File: src/rtl/ecl_pkg.sv
package ecl_pkg;
    typedef enum logic [1:0] {
        ST_IDLE = 2'd0,
        ST_FILL = 2'd1,
        ST_DONE = 2'd2
    } ecl_state_e;
endpackage

File: src/rtl/ecl_span_calc.sv
// Turns the captured register codes into a base address, a clamped byte count
// and a skip decision.
module ecl_span_calc #(
    parameter int ADDR_W     = 16,
    parameter int REG_W      = 8,
    parameter int PAGE_SHIFT = 8,
    parameter int LEN_SHIFT  = 11,
    parameter int SKIP_BIT   = 5
) (
    input  logic [REG_W-1:0]  flag_i,
    input  logic [REG_W-1:0]  page_i,
    input  logic [REG_W-1:0]  len_i,
    output logic [ADDR_W-1:0] base_o,
    output logic [ADDR_W:0]   count_o,
    output logic              skip_o
);
    localparam int CNT_W = ADDR_W + 1;
    localparam int REQ_W = REG_W + LEN_SHIFT;
    localparam int CMP_W = (REQ_W > CNT_W) ? REQ_W : CNT_W;

    logic [CMP_W-1:0] room_w;
    logic [CMP_W-1:0] req_w;

    always_comb begin
        base_o  = ADDR_W'({page_i, {PAGE_SHIFT{1'b0}}});
        room_w  = (CMP_W'(1) << ADDR_W) - CMP_W'(base_o);
        req_w   = CMP_W'({len_i, {LEN_SHIFT{1'b0}}});
        count_o = (req_w < room_w) ? CNT_W'(req_w) : CNT_W'(room_w);
        skip_o  = flag_i[SKIP_BIT] | (len_i == '0);
    end
endmodule

File: src/rtl/ecl_addr_gen.sv
// Address counter with a remaining-bytes counter; flags the final write.
module ecl_addr_gen #(
    parameter int ADDR_W = 16
) (
    input  logic              clk,
    input  logic              rst_n,
    input  logic              load_i,
    input  logic              step_i,
    input  logic [ADDR_W-1:0] base_i,
    input  logic [ADDR_W:0]   count_i,
    output logic [ADDR_W-1:0] addr_o,
    output logic              last_o
);
    localparam int CNT_W = ADDR_W + 1;

    logic [CNT_W-1:0] rem_q;

    always_ff @(posedge clk or negedge rst_n) begin
        if (!rst_n) begin
            addr_o <= '0;
            rem_q  <= '0;
        end else if (load_i) begin
            addr_o <= base_i;
            rem_q  <= count_i;
        end else if (step_i) begin
            addr_o <= addr_o + ADDR_W'(1);
            rem_q  <= rem_q - CNT_W'(1);
        end
    end

    assign last_o = (rem_q == CNT_W'(1));
endmodule

File: src/rtl/echo_clear_engine.sv
module echo_clear_engine #(
    parameter int ADDR_W     = 16,
    parameter int REG_W      = 8,
    parameter int DATA_W     = 8,
    parameter int PAGE_SHIFT = 8,
    parameter int LEN_SHIFT  = 11,
    parameter int SKIP_BIT   = 5,
    parameter logic [DATA_W-1:0] FILL_VAL = 8'hFF
) (
    input  logic              clk,
    input  logic              rst_n,
    input  logic              start,
    input  logic [REG_W-1:0]  cfg_flag,
    input  logic [REG_W-1:0]  cfg_page,
    input  logic [REG_W-1:0]  cfg_len,
    output logic              busy,
    output logic              done,
    output logic              wr_en,
    output logic [ADDR_W-1:0] wr_addr,
    output logic [DATA_W-1:0] wr_data
);
    import ecl_pkg::*;

    ecl_state_e       state_q, state_d;
    logic [ADDR_W-1:0] base_w;
    logic [ADDR_W:0]   count_w;
    logic              skip_w;
    logic              load_w;
    logic              step_w;
    logic              last_w;

    ecl_span_calc #(
        .ADDR_W(ADDR_W), .REG_W(REG_W), .PAGE_SHIFT(PAGE_SHIFT),
        .LEN_SHIFT(LEN_SHIFT), .SKIP_BIT(SKIP_BIT)
    ) u_span (
        .flag_i(cfg_flag), .page_i(cfg_page), .len_i(cfg_len),
        .base_o(base_w), .count_o(count_w), .skip_o(skip_w)
    );

    ecl_addr_gen #(.ADDR_W(ADDR_W)) u_addr (
        .clk(clk), .rst_n(rst_n), .load_i(load_w), .step_i(step_w),
        .base_i(base_w), .count_i(count_w), .addr_o(wr_addr), .last_o(last_w)
    );

    assign load_w = (state_q == ST_IDLE) && start;
    assign step_w = (state_q == ST_FILL);

    always_ff @(posedge clk or negedge rst_n) begin
        if (!rst_n) state_q <= ST_IDLE;
        else        state_q <= state_d;
    end

    always_comb begin
        state_d = state_q;
        unique case (state_q)
            ST_IDLE: if (start) state_d = skip_w ? ST_DONE : ST_FILL;
            ST_FILL: if (last_w) state_d = ST_DONE;
            ST_DONE: state_d = ST_IDLE;
            default: state_d = ST_IDLE;
        endcase
    end

    always_comb begin
        busy    = 1'b0;
        done    = 1'b0;
        wr_en   = 1'b0;
        wr_data = '0;
        unique case (state_q)
            ST_IDLE: ;
            ST_FILL: begin
                busy    = 1'b1;
                wr_en   = 1'b1;
                wr_data = FILL_VAL;
            end
            ST_DONE: done = 1'b1;
            default: ;
        endcase
    end
endmodule

File: config.mk
export PLATFORM = sky130hd
export DESIGN_NAME = echo_clear_engine
export DESIGN_NICKNAME = d
export VERILOG_FILES = /design/src/rtl/ecl_pkg.sv /design/src/rtl/ecl_span_calc.sv /design/src/rtl/ecl_addr_gen.sv /design/src/rtl/echo_clear_engine.sv
export SDC_FILE = /design/constraint.sdc
export NUM_CORES = 1
export LEC_CHECK = 0
export CORE_ASPECT_RATIO = 1.1
export CORE_MARGIN = 3
export CORE_UTILIZATION = 46
export DETAILED_ROUTE_END_ITERATION = 10
export HOLD_SLACK_MARGIN = 0.12
export PLACE_DENSITY = 0.74
export SLEW_MARGIN = 20
export SYNTH_ARGS = -nofsm -noshare
export SYNTH_HDL_FRONTEND = slang
export SYNTH_SLANG_ARGS = --single-unit
File: constraint.sdc
create_clock -name clk -period 2.4 [get_ports clk]
set_input_delay 0.48 -clock clk [delete_from_list [all_inputs] [get_ports clk]]
set_output_delay 0.48 -clock clk [all_outputs]
set_load 0.01 [all_outputs]
==> impl_metrics.py <==
metrics = {
    "global_routing": {
        "antenna_found_initial": 0,
        "use_met3_pct": 4.63,
        "track_usage_pct": 23.5,
        "grt_use_met1_pct": 30.1,
        "use_met2_pct": 39.3,
        "overflow": 0,
        "first_global_vias": 2372,
        "grt_first_pass_wirelength_um": 11000,
        "grt_max_degree": 36,
        "top_usage_layer": "met2",
    },
    "routing": {
        "routedWlPerCell_um": 16.1,
        "drt_first_pass_iters": 4,
        "vias": 2257,
        "post-route-drc-count": 0,
        "drtIter0Drc": 87,
        "wl_um": 6410,
        "antenna_left": 0,
        "via_per_inst": 5.69,
    },
    "power_and_ir_drop": {
        "cellPowerDensity_nw_per_um2": 941,
        "power_leakage_nw": 1.39,
        "peakVddDrop_mv": 0.639,
    },
    "status": {
        "violations": "setup timing",
        "status": "finished, violations left",
    },
    "yosys": {
        "ys_warn_count": 0,
        "yosys.area.top_type_share_pct": 37.8,
        "synth_area_per_cell_um2": 8.80,
        "ys_top_cells_by_area": "dfrtp_1 38%, ha_1 5.4%, nand2_1 4.7%, o21ai_0 4.3%, nand3_1 4.1%",
        "async_flop_share_pct": 100,
        "synth_edf_count": 0,
        "ys_ff_latch": 35,
        "syn_inst": 263,
        "synth_fp_nets": 300,
        "seq_area_frac_synth_pct": 37.8,
        "synth.distinct_cells": 54,
        "syn_area_um2": 2310,
        "synthFlopType": "dfrtp_1",
        "yosys.area.top_type": "dfrtp_1",
    },
    "timing": {
        "layout_worst_path_cycle_share_pct": 101,
        "fmax_mhz": 412,
        "tns_ns": -0.0669,
        "rsz0062_at_grt": "yes",
        "fin_worst_skew_ns": 0.00476,
        "fin_ws_ns": -0.0287,
        "worst_slew_pin_slew_ns": 0.522,
        "hold_violations": 0,
        "min_period_ns": 2.43,
        "timing.slew.headroom_pct": 64.7,
        "maxSlewViolCount": 0,
        "setup_viol": 4,
    },
    "critical_path": {
        "arrival_ns": 2.61,
        "crit_path_start_kind": "input pin",
        "cpPeakStageDelay_ns": 0.29,
        "cp_cell_sequence": "buf_4, nor3_2, nor3b_2, xor2_1, ha_1, and2_4, a221oi_4, o211ai_4, buf_12, mux2i_1, o21a_1",
        "end_kind": "register",
        "crit_required_ns": 2.58,
        "worstSetupPathType": "input pin to register",
        "crit_slowest_cell": "a221oi_4",
        "path_max_fanout": 4,
    },
    "floorplan": {
        "io_pins": 54,
        "start_util_pct": 48.7,
        "fp-row-count": 26,
        "die_h_um": 80.4,
        "die_area_um2": 5920,
        "die_w_um": 73.6,
        "coreArea_um2": 4750,
    },
    "layout": {
        "drive_above_1_share_pct": 24.6,
        "n_antenna_cell": 0,
        "utilization_pct": 69.6,
        "final_cell_mix": "40 x buf_4, 39 x clkdlybuf4s50_1, 35 x dfrtp_1, 29 x nand2_1, 20 x o21ai_0",
        "area_delta_synth_final_pct": 42.8,
        "layout_commonest_cell": "buf_4",
        "nNetsFinal": 377,
    },
    "clock_tree": {
        "cts_root_buffer": "clkbuf_8",
        "cts_htree_levels": 2,
        "clockBufferDepth": 2,
        "cts_sinks": 35,
        "cts_tree": "built",
        "path_clk_slew_ns": 0.07,
        "clk_latency_ns": 0.29,
        "numCtsBuffers": 5,
    },
    "hold_path": {
        "min_path_type": "register to register",
    },
    "placement": {
        "io_buffers": 46,
        "place.gp.congestion": 0.818,
        "dp_hpwl_um": 4650,
    },
    "flow_run": {
        "cap_violations": 0,
    },
}
-- power breakdown --
| part | total (mW) | internal (mW) | switching, mW |
|---|---|---|---|
| clock network | 0.428 | 0.203 | 0.225 |
| registers | 1.08 | 0.816 | 0.259 |
| logic | 1.61 | 0.832 | 0.774 |
-- layer usage --
layer	vias up	routed length, um
li1	1108	-
met1	1074	2750
met2	65	3290
met3	10	276
met4	0	96
met5	-	0
-- final timing paths --
| check | startpoint | to | slack (ns) | cells past startpoint |
|---|---|---|---|---|
| worst max register to register | u_addr.rem_q[3]$_DFFE_PN0P_ | state_q[0]$_DFFE_PN0P_ | 0.42 | 4 |
| max in group asynchronous | rst_n | u_addr.addr_o[11]$_DFFE_PN0P_ | 1.45 | 2 |
| worst min register to register | u_addr.addr_o[11]$_DFFE_PN0P_ | u_addr.addr_o[11]$_DFFE_PN0P_ | 0.54 | 1 |
| min in group asynchronous | rst_n | u_addr.rem_q[16]$_DFFE_PN0P_ | 0.61 | 2 |
| worst max-delay path | cfg_page[0] | u_addr.rem_q[11]$_DFFE_PN0P_ | -0.03 | 11 |
| worst min-delay path | u_addr.addr_o[11]$_DFFE_PN0P_ | u_addr.addr_o[11]$_DFFE_PN0P_ | 0.54 | 1 |
-- registers in the layout, summed over array words and instances, names as in the netlist --
name	count
u_addr.rem_q	17
state_q	2
u_addr.addr_o	16
-- worst max-delay path: cells and delay by family --
kind / cells / cell delay (ns)
compound gates: 3 / 0.66
fa+ha+maj: 1 / 0.27
xor+xnor: 1 / 0.21
mux: 1 / 0.12
buf+inv: 2 / 0.31
simple gates: 3 / 0.55
-- cell type report --
cell class	instances	area [um2]
Fill cell	350	1450
Inverter	13	48.8
Timing Repair Buffer	87	778
Clock buffer	6	72.6
Tap cell	56	70.1
Clock inverter	2	12.5
Multi-Input combinational cell	198	1450
Sequential cell	35	876
-- cells by family (layout without fill, tap and decap cells) --
family,count (synthesis),in the layout,share of synthesized area (%)
multiplexers,9,9,4.11
buffers and inverters,30,108,6.43
AO/OA/AOI/OAI,59,59,16.5
flip-flops,35,35,37.8
XOR/XNOR,12,12,4.54
AND/OR/NAND/NOR,108,108,25.2
adder cells (fa/ha/maj),10,10,5.41
-- through the flow --
step	power (mW)	std cells	worst slack (ns)	area (um2)	hold WS, ns
6_report	3.11	397	-0.0287	3300	0.538
2_1_floorplan	1.99	263	-0.0496	2360	0.184
5_1_grt	3.36	397	-0.128	3300	0.578
4_1_cts	3.12	397	-0.0568	3290	0.543
3_5_place_dp	2.65	385	-0.779	3070	0.521
3_3_place_gp	2.60	385	-0.693	3070	0.517
-- synth_stat cells, types with 6 or more instances --
library cell,number
xor2_1,6
nor2_1,16
nand2_1,29
xnor2_1,6
nand3_1,19
nor3_1,6
a21oi_1,10
ha_1,10
or3_1,6
clkbuf_1,6
buf_4,9
inv_1,13
dfrtp_1,35
o21ai_0,20
-- timing repair --
action                     4_1_cts  5_1_grt
setup endpoints to repair        9       18
pin swaps                       12       10
hold buffers                     0        0
gates resized for setup         41       10
buffers inserted                 4        0
Power figures use the tool's default switching activity.
